### src/rtl/qrs_pkg.sv
package qrs_pkg;

    localparam int QRS_TW = 20;
    localparam int QRS_CW = QRS_TW + 2;

    typedef logic [QRS_TW-1:0] qrs_dur_t;
    typedef logic [QRS_CW-1:0] qrs_cnt_t;

    typedef enum logic [1:0] {
        ST_IDLE  = 2'd0,
        ST_DELAY = 2'd1,
        ST_ON    = 2'd2,
        ST_OFF   = 2'd3
    } qrs_state_e;

    typedef struct packed {
        qrs_dur_t off_floor;
        qrs_dur_t ring_blank;
        qrs_dur_t timeout;
    } qrs_var_t;

    function automatic qrs_dur_t qrs_max(qrs_dur_t a, qrs_dur_t b);
        return (a > b) ? a : b;
    endfunction

    function automatic qrs_dur_t qrs_dur(int unsigned v);
        return v[QRS_TW-1:0];
    endfunction

endpackage

### src/rtl/qrs_variant_latch.sv
module qrs_variant_latch
    import qrs_pkg::*;
#(
    parameter int unsigned OFF_FLOOR_LF  = 800,
    parameter int unsigned OFF_FLOOR_HF  = 300,
    parameter int unsigned RING_BLANK_LF = 400,
    parameter int unsigned RING_BLANK_HF = 150,
    parameter int unsigned TIMEOUT_LF    = 900,
    parameter int unsigned TIMEOUT_HF    = 500
) (
    input  logic     clk,
    input  logic     rst,
    input  logic     variant_hf,
    output qrs_var_t timing
);
    localparam qrs_var_t SET_LF = '{off_floor: qrs_dur(OFF_FLOOR_LF),
                                    ring_blank: qrs_dur(RING_BLANK_LF),
                                    timeout: qrs_dur(TIMEOUT_LF)};
    localparam qrs_var_t SET_HF = '{off_floor: qrs_dur(OFF_FLOOR_HF),
                                    ring_blank: qrs_dur(RING_BLANK_HF),
                                    timeout: qrs_dur(TIMEOUT_HF)};

    logic hf_q;

    // Selection is frozen outside reset.
    always_ff @(posedge clk) begin
        if (rst) hf_q <= variant_hf;
    end

    assign timing = hf_q ? SET_HF : SET_LF;
endmodule

### src/rtl/qrs_arm_calc.sv
module qrs_arm_calc
    import qrs_pkg::*;
#(
    parameter int MIN_OFF_W = 16
) (
    input  qrs_var_t               timing,
    input  logic [MIN_OFF_W-1:0]   min_off_cyc,
    output qrs_cnt_t               arm_at,
    output qrs_cnt_t               restart_at
);
    qrs_dur_t req_off;
    qrs_dur_t eff_off;
    qrs_dur_t arm_dur;

    always_comb begin
        req_off    = qrs_dur_t'(min_off_cyc);
        eff_off    = qrs_max(req_off, timing.off_floor);
        arm_dur    = qrs_max(eff_off, timing.ring_blank);
        arm_at     = {2'b00, arm_dur};
        restart_at = {2'b00, arm_dur} + {2'b00, timing.timeout};
    end
endmodule

### src/rtl/qrs_phase_timer.sv
module qrs_phase_timer
    import qrs_pkg::*;
(
    input  logic     clk,
    input  logic     rst,
    input  logic     clr,
    output qrs_cnt_t cnt
);
    always_ff @(posedge clk) begin
        if (rst || clr)    cnt <= '0;
        else if (cnt != '1) cnt <= cnt + 1'b1;
    end
endmodule

### src/rtl/qr_cycle_seq.sv
module qr_cycle_seq
    import qrs_pkg::*;
#(
    parameter int          MIN_OFF_W     = 16,
    parameter int unsigned LEB_CYC       = 63,
    parameter int unsigned TON_MAX_CYC   = 4500,
    parameter int unsigned ON_DLY_CYC    = 20,
    parameter int unsigned OFF_FLOOR_LF  = 800,
    parameter int unsigned OFF_FLOOR_HF  = 300,
    parameter int unsigned RING_BLANK_LF = 400,
    parameter int unsigned RING_BLANK_HF = 150,
    parameter int unsigned TIMEOUT_LF    = 900,
    parameter int unsigned TIMEOUT_HF    = 500
) (
    input  logic                 clk,
    input  logic                 rst,
    input  logic                 enable,
    input  logic                 variant_hf,
    input  logic                 valley,
    input  logic                 trip,
    input  logic [MIN_OFF_W-1:0] min_off_cyc,
    output logic                 gate,
    output logic                 off_strobe
);
    localparam qrs_cnt_t LEB_C     = qrs_cnt_t'(LEB_CYC);
    localparam qrs_cnt_t TON_LAST  = qrs_cnt_t'((TON_MAX_CYC > 0) ? TON_MAX_CYC - 1 : 0);
    localparam bit       HAS_DLY   = (ON_DLY_CYC > 0);
    localparam qrs_cnt_t DLY_LAST  = qrs_cnt_t'(HAS_DLY ? ON_DLY_CYC - 1 : 0);

    qrs_state_e state_q, state_d;
    qrs_var_t   timing;
    qrs_cnt_t   cnt, arm_at, restart_at;
    logic       clr;

    qrs_variant_latch #(
        .OFF_FLOOR_LF (OFF_FLOOR_LF),  .OFF_FLOOR_HF (OFF_FLOOR_HF),
        .RING_BLANK_LF(RING_BLANK_LF), .RING_BLANK_HF(RING_BLANK_HF),
        .TIMEOUT_LF   (TIMEOUT_LF),    .TIMEOUT_HF   (TIMEOUT_HF)
    ) var_i (.clk(clk), .rst(rst), .variant_hf(variant_hf), .timing(timing));

    qrs_arm_calc #(.MIN_OFF_W(MIN_OFF_W)) arm_i (
        .timing(timing), .min_off_cyc(min_off_cyc),
        .arm_at(arm_at), .restart_at(restart_at)
    );

    qrs_phase_timer tmr_i (.clk(clk), .rst(rst), .clr(clr), .cnt(cnt));

    always_comb begin
        state_d = state_q;
        clr     = 1'b0;
        unique case (state_q)
            ST_IDLE: begin
                state_d = ST_ON;
                clr     = 1'b1;
            end
            ST_ON: begin
                if ((cnt >= LEB_C && trip) || cnt >= TON_LAST) begin
                    state_d = ST_OFF;
                    clr     = 1'b1;
                end
            end
            ST_OFF: begin
                if (cnt >= arm_at && valley) begin
                    state_d = HAS_DLY ? ST_DELAY : ST_ON;
                    clr     = 1'b1;
                end else if (cnt >= restart_at) begin
                    state_d = ST_ON;
                    clr     = 1'b1;
                end
            end
            ST_DELAY: begin
                if (cnt >= DLY_LAST) begin
                    state_d = ST_ON;
                    clr     = 1'b1;
                end
            end
            default: begin
                state_d = ST_IDLE;
                clr     = 1'b1;
            end
        endcase
        if (!enable) begin
            state_d = ST_IDLE;
            clr     = 1'b1;
        end
    end

    always_ff @(posedge clk) begin
        if (rst) begin
            state_q    <= ST_IDLE;
            off_strobe <= 1'b0;
        end else begin
            state_q    <= state_d;
            off_strobe <= (state_q == ST_ON) && (state_d != ST_ON);
        end
    end

    assign gate = (state_q == ST_ON);
endmodule

### config.mk
export PLATFORM = sky130hd
export DESIGN_NAME = qr_cycle_seq
export DESIGN_NICKNAME = d
export VERILOG_FILES = /design/src/rtl/qrs_pkg.sv /design/src/rtl/qrs_variant_latch.sv /design/src/rtl/qrs_arm_calc.sv /design/src/rtl/qrs_phase_timer.sv /design/src/rtl/qr_cycle_seq.sv
export SDC_FILE = /design/constraint.sdc
export NUM_CORES = 1
export LEC_CHECK = 0
export ABC_AREA = 1
export ABC_CLOCK_PERIOD_IN_PS = 6800
export BUFFER_PORTS_ARGS = -buffer_cell sky130_fd_sc_hd__buf_4
export CORE_ASPECT_RATIO = 1.75
export CORE_MARGIN = 2
export CORE_UTILIZATION = 50
export CTS_BUF_LIST = sky130_fd_sc_hd__clkbuf_16
export CTS_CLUSTER_SIZE = 14
export DETAILED_ROUTE_END_ITERATION = 16
export PLACE_DENSITY = 0.75
export SLEW_MARGIN = 20
export SYNTH_ARGS = -nofsm -noshare
export SYNTH_HDL_FRONTEND = slang
export SYNTH_SLANG_ARGS = --single-unit
### constraint.sdc
create_clock -name clk -period 6.8 [get_ports clk]
set_input_delay 0.68 -clock clk [delete_from_list [all_inputs] [get_ports clk]]
set_output_delay 0.68 -clock clk [all_outputs]
set_load 0.02 [all_outputs]
==> impl_metrics.csv, run 1 <==
group,metric,value,unit
synth,synth.yosys.seq_area_share,18.2,%
timing,worst_pin_slew,0.500,ns
critical_path,critical_path_buf_inv_count,8,
cells_and_area,post_route_cells_drive_above_1_share,12.1,%
synth,synth.top_cells.by_area,"sky130_fd_sc_hd__ha_1 18%, sky130_fd_sc_hd__dfxtp_1 17%, sky130_fd_sc_hd__nand2_1 14%, sky130_fd_sc_hd__inv_1 8.1%, sky130_fd_sc_hd__nor2_1 6.7%",
cells_and_area,mostFrequentLayoutCells,"111 x sky130_fd_sc_hd__nand2_1, 63 x sky130_fd_sc_hd__inv_1, 52 x sky130_fd_sc_hd__nor2_1",
clock_network,cts.htree.levels,1,
critical_path,timing.critical_path.max_delay_family,"simple AND/OR/NAND/NOR gates",
grt,antenna_found_initial,0,
status,status,"complete, no violations",
clock_network,cts_num_sinks,26,
clock_network,postCtsHoldBufs,0,
critical_path,slowest_delay,0.51,ns
synth,synthesis.area,2920,um^2
synth,asyncSetResetFlopFracSynth,0,%
synth,yosysTopAreaCellShare,18.4,%
detailed_routing,routed_via_count,2996,
detailed_routing,detail_route.drc_violations,0,
timing,hold_slack,0.519,ns
synth,synth.avg_cell_area,6.48,um^2
synth,synth-warning-count,0,
detailed_routing,drt_pre_antenna_iters,4,
synth,synth_area_leader_cell,"sky130_fd_sc_hd__ha_1",
timing,finalCriticalPeriod,6.08,ns
detailed_routing,final_antenna_net_count,0,
timing,finalHoldViolCount,0,
timing,tns,0,ns
timing,relSlewSlack,66.5,%
critical_path,crit_top_cell,"sky130_fd_sc_hd__nand2_1",
detailed_routing,detail_route.iter0.violations,101,
cells_and_area,final_nets,547,
clock_network,clock_tree_from_tritoncts,"yes",
timing,post-route-period-util,89.4,%
flow_run,cap_viol_max_count,0,
grt,grt_pass1_vias,3083,
critical_path,worst-endpoint-required,6.97,ns
critical_path,slowest_stage,"sky130_fd_sc_hd__edfxtp_1",
clock_network,clock_insertion_delay_worst_skew,0.26,ns
timing,finalSetupViolCount,0,
critical_path,endpoint_kind,"flip-flop",
timing,grt_setup_unrepaired,"no",
synth,number_of_flops_mapped_to_enable_cells_by_yosys,1,
floorplan,design.core.area,5590,um^2
timing,max_clock_freq,165,MHz
grt,global_route.overflow_total,0,
timing,slew_violations,0,
grt,grt_first_pass_wirelength,12600,um
pwr,p_leak,1.70,nW
pwr,power-per-cell-area,122,nW/um^2
detailed_routing,viasPerCell,5.38,
critical_path,critical_path.max_fanout,13,
critical_path,worst-setup-path-type,"flip-flop to flip-flop",
critical_path,startpoint_class_of_the_critical_path,"flip-flop",
hold_path,type_of_the_worst_min_delay_path,"flip-flop to flip-flop",
clock_network,post-cts-setup-buffer-count,0,
placement,dp_hpwl,6260,um
grt,gr-usage-all-layers,24.8,%
floorplan,effective_utilization_at_floorplan,52.2,%
clock_network,cts-root-to-sink-buffers,2,
cells_and_area,num_antenna_cells,0,
timing,clock-skew-final,0.00496,ns
floorplan,fp.dieW,61.7,um
detailed_routing,wl_per_cell,13.5,um
floorplan,design.die.area,6480,um^2
synth,netlist_instances,450,
clock_network,clk_pin_slew,0.06,ns
floorplan,ioPinCount,24,
cells_and_area,layout.cells.most_common,"sky130_fd_sc_hd__nand2_1",
floorplan,floorplan.rows,36,
cells_and_area,postLayoutCoreUtil,58.8,%
synth,yosysUniqueCellTypes,38,
synth,postSynthRegisterBits,26,
clock_network,post_cts_resize_count,0,
clock_network,ctsRootBufferMaster,"sky130_fd_sc_hd__clkbuf_16",
detailed_routing,final_routed_wirelength_across_all_metal_layers,7530,um
placement,gp_congestion,0.930,
synth,yosys_most_used_dff,"sky130_fd_sc_hd__dfxtp_1",
cells_and_area,syn_to_final_growth,12.7,%
critical_path,worstPathArrival,6.25,ns
clock_network,numCtsBuffers,3,
grt,grt_start_max_net_pins,15,
floorplan,vertical_die_dimension,105,um
pwr,ir_worst_vdd,0.143,mV
placement,io_buffers,23,
pwr,design_power_total,0.400,mW
[registers in the layout (all words and copies together) (netlist names)]
signal	cells
tmr_i.cnt	22
state_q	2
off_strobe	1
var_i.hf_q	1
[kinds of logic after synthesis]
| logic type | share of synthesized area (%) |
|---|---|
| buf+inv | 9.27 |
| other cells | 0.129 |
| simple gates | 38.0 |
| fa+ha+maj | 18.4 |
| compound gates | 11.2 |
| xor+xnor | 4.80 |
| flops | 18.2 |
[worst reg2reg max path: cells and delay by family (launching register included)]
family | cells | cell delay, ns
compound gates | 9 | 1.64
fa+ha+maj | 4 | 1.18
buf+inv | 8 | 0.89
flops | 1 | 0.51
simple gates | 19 | 1.76
[cell usage after synthesis (3+ instances only)]
master,instances
sky130_fd_sc_hd__a211oi_1,5
sky130_fd_sc_hd__a21oi_1,24
sky130_fd_sc_hd__a31oi_1,3
sky130_fd_sc_hd__dfxtp_1,25
sky130_fd_sc_hd__ha_1,43
sky130_fd_sc_hd__inv_1,63
sky130_fd_sc_hd__inv_2,4
sky130_fd_sc_hd__nand2_1,111
sky130_fd_sc_hd__nand2_2,6
sky130_fd_sc_hd__nand2_4,6
sky130_fd_sc_hd__nand3_1,21
sky130_fd_sc_hd__nand3_2,3
sky130_fd_sc_hd__nand4_1,12
sky130_fd_sc_hd__nor2_1,52
sky130_fd_sc_hd__nor2_2,3
sky130_fd_sc_hd__nor3_1,13
sky130_fd_sc_hd__nor3b_1,4
sky130_fd_sc_hd__o21ai_0,12
sky130_fd_sc_hd__xnor2_1,4
sky130_fd_sc_hd__xor2_1,12
[power by group]
group          internal, mW  switching (mW)
Combinational        0.0457          0.0673
Sequential            0.156         0.00258
Clock                0.0786          0.0499
[path summary, 6_finish.rpt]
path / startpoint / to / slack (ns) / depth (start not counted)
setup / recovery: var_i.hf_q$_DFFE_PP_ / tmr_i.cnt[11]$_SDFFE_PP0P_ / 0.72 / 40
hold / removal: tmr_i.cnt[0]$_SDFFE_PP0P_ / tmr_i.cnt[0]$_SDFFE_PP0P_ / 0.52 / 2
setup reg to reg: var_i.hf_q$_DFFE_PP_ / tmr_i.cnt[11]$_SDFFE_PP0P_ / 0.72 / 40
hold reg to reg: tmr_i.cnt[0]$_SDFFE_PP0P_ / tmr_i.cnt[0]$_SDFFE_PP0P_ / 0.52 / 2
[area by class of cell]
type	instances	area, um^2
Multi-Input combinational cell	357	2130
Inverter	67	251
Clock buffer	3	75.1
Timing Repair Buffer	27	203
Fill cell	597	2300
Tap cell	76	95.1
Sequential cell	26	531
Clock inverter	1	3.75
[layer usage]
metal  up-vias  wire length, um  track usage (%)
li1       1532                -                -
met1      1373             2790             24.6
met2        65             4260             46.8
met3        26              173             2.85
met4         0              313             11.9
met5         -                0                0
[through the flow]
stage / worst slack, ns / instances / cell area (um^2)
5_1_grt: 0.0628 / 557 / 3290
3_5_place_dp: 0.613 / 550 / 3180
2_1_floorplan: 1.27 / 453 / 2930
6_report: 0.723 / 557 / 3290
3_3_place_gp: 0.808 / 550 / 3180
4_1_cts: 0.709 / 554 / 3260
Power figures use the tool's default switching activity.
==> run 2, diff against run 1 <==
--- a/config.mk
+++ b/config.mk
@@ -8,13 +8,15 @@
 export ABC_AREA = 1
 export ABC_CLOCK_PERIOD_IN_PS = 6800
 export BUFFER_PORTS_ARGS = -buffer_cell sky130_fd_sc_hd__buf_4
+export CELL_PAD_IN_SITES_DETAIL_PLACEMENT = 1
+export CELL_PAD_IN_SITES_GLOBAL_PLACEMENT = 1
 export CORE_ASPECT_RATIO = 1.75
 export CORE_MARGIN = 2
-export CORE_UTILIZATION = 50
+export CORE_UTILIZATION = 43
 export CTS_BUF_LIST = sky130_fd_sc_hd__clkbuf_16
 export CTS_CLUSTER_SIZE = 14
 export DETAILED_ROUTE_END_ITERATION = 16
-export PLACE_DENSITY = 0.75
+export PLACE_DENSITY = 0.86
 export SLEW_MARGIN = 20
 export SYNTH_ARGS = -nofsm -noshare
 export SYNTH_HDL_FRONTEND = slang
==> impl_metrics.csv, run 2 (same netlist as run 1, synthesis figures left out) <==
group,metric,value,unit
pwr,power-per-cell-area,125,nW/um^2
floorplan,fp.dieW,66.3,um
timing,max_clock_freq,165,MHz
grt,grt_pass1_vias,3388,
critical_path,slowest_stage,"sky130_fd_sc_hd__edfxtp_1",
clock_network,post_cts_resize_count,0,
grt,busiest_layer,"met2",
cells_and_area,final_nets,544,
cells_and_area,layout.cells.most_common,"sky130_fd_sc_hd__nand2_1",
cells_and_area,largest-register,"tmr_i.cnt",
clock_network,clk_pin_slew,0.06,ns
detailed_routing,detail_route.iter0.violations,107,
flow_run,cap_viol_max_count,0,
detailed_routing,final_routed_wirelength_across_all_metal_layers,8860,um
grt,gr-usage-met2,54.5,%
floorplan,design.die.area,7480,um^2
placement,gp_congestion,0.854,
cells_and_area,reg.largest.list,"tmr_i.cnt: 22 flops, state_q: 2 flops",
clock_network,clock_insertion_delay_worst_skew,0.26,ns
detailed_routing,wl_per_cell,15.8,um
timing,slew_violations,0,
pwr,ir_worst_vdd,0.177,mV
critical_path,endpoint_kind,"flip-flop",
floorplan,effective_utilization_at_floorplan,44.6,%
cells_and_area,num_antenna_cells,0,
clock_network,cts_num_sinks,26,
cells_and_area,post_route_cells_drive_above_1_share,11.5,%
detailed_routing,routed_via_count,3085,
timing,tns,0,ns
clock_network,clock_tree_from_tritoncts,"yes",
cells_and_area,finish.cell_count_without_fillers,560,
cells_and_area,mostFrequentLayoutCells,"111 x sky130_fd_sc_hd__nand2_1, 63 x sky130_fd_sc_hd__inv_1, 52 x sky130_fd_sc_hd__nor2_1",
clock_network,cts.htree.levels,1,
clock_network,ctsRootBufferMaster,"sky130_fd_sc_hd__clkbuf_16",
grt,antenna_found_initial,0,
pwr,p_leak,1.69,nW
critical_path,critical_path.max_fanout,18,
floorplan,ioPinCount,24,
detailed_routing,drt_pre_antenna_iters,4,
placement,placed_cells_incl_taps,556,
timing,finalHoldViolCount,0,
hold_path,type_of_the_worst_min_delay_path,"flip-flop to flip-flop",
grt,grt_use_met3,1.59,%
floorplan,floorplan.rows,39,
floorplan,vertical_die_dimension,113,um
critical_path,slowest_delay,0.57,ns
critical_path,worst-endpoint-required,6.98,ns
floorplan,design.core.area,6540,um^2
critical_path,worst-setup-path-type,"flip-flop to flip-flop",
clock_network,numCtsBuffers,3,
timing,grt_setup_unrepaired,"no",
grt,grt_first_pass_wirelength,14800,um
placement,io_buffers,23,
critical_path,worstPathArrival,6.25,ns
placement,dp_hpwl,7620,um
grt,gr-usage-all-layers,25.6,%
detailed_routing,final_antenna_net_count,0,
grt,grt_util_met1,21.9,%
critical_path,startpoint_class_of_the_critical_path,"flip-flop",
cells_and_area,largest_register_ff_count,22,
cells_and_area,syn_to_final_growth,12.1,%
detailed_routing,viasPerCell,5.51,
clock_network,cts-root-to-sink-buffers,2,
clock_network,post-cts-setup-buffer-count,0,
grt,grt_start_max_net_pins,19,
grt,global_route.overflow_total,0,
timing,clock-skew-final,0.00236,ns
detailed_routing,detail_route.drc_violations,0,
critical_path,crit_top_cell,"sky130_fd_sc_hd__nand2_1",
timing,finalSetupViolCount,0,
status,status,"complete, no violations",
timing,finalCriticalPeriod,6.06,ns
timing,post-route-period-util,89.2,%
clock_network,postCtsHoldBufs,0,
pwr,design_power_total,0.407,mW
## run 2: cell count changes in the layout (fill, tap and decap cells not counted), sizes merged
cell	delta
buf	-3
## run 2: worst max-delay path, delay by kind of cell, from the launching register on
family / cells / cell delay [ns]
AOI/OAI and AO/OA: 8 / 1.37
adders and majority gates: 4 / 1.19
buffers and inverters: 8 / 0.85
DFF: 1 / 0.57
and+or+nand+nor: 20 / 2.00
## run 2: metal layers
metal  share of wire, %  wire length [um]  up-vias
li1                   -                 -     1527
met1                 34              3000     1474
met2                 60              5350       56
met3                1.8               158       28
met4                4.0               353        0
met5                  0                 0        -
## run 2: final timing paths
path / start / to / slack [ns] / depth (start not counted)
setup reg to reg: var_i.hf_q$_DFFE_PP_ / tmr_i.cnt[9]$_SDFFE_PP0P_ / 0.74 / 40
setup / recovery: var_i.hf_q$_DFFE_PP_ / tmr_i.cnt[9]$_SDFFE_PP0P_ / 0.74 / 40
hold reg to reg: tmr_i.cnt[0]$_SDFFE_PP0P_ / tmr_i.cnt[0]$_SDFFE_PP0P_ / 0.51 / 2
hold / removal: tmr_i.cnt[0]$_SDFFE_PP0P_ / tmr_i.cnt[0]$_SDFFE_PP0P_ / 0.51 / 2
## run 2: where the power goes
part	total, mW	switching (mW)	internal, mW
clock network	0.132	0.0534	0.0788
logic	0.116	0.0712	0.0450
registers	0.159	0.00299	0.156
## run 2: through the flow
stage                     hold slack [ns]  cell area [um^2]  util [%]  setup slack [ns]
after floorplan                     0.474              2930         -              1.27
after global placement              0.490              3190      48.8             0.899
after detailed placement            0.500              3190      48.8             0.713
after CTS                           0.510              3270      50.0             0.760
after global routing                0.558              3270      50.0             0.177
final                               0.507              3270      50.0             0.735
## run 2: cell type report
| class | instances | area [um^2] |
|---|---|---|
| clock buffer | 3 | 75.1 |
| inverter | 67 | 251 |
| tap | 82 | 103 |
| fill | 914 | 3270 |
| timing repair buffer | 24 | 180 |
| clock inverter | 1 | 3.75 |
| multi-input combinational | 357 | 2130 |
| sequential | 26 | 531 |
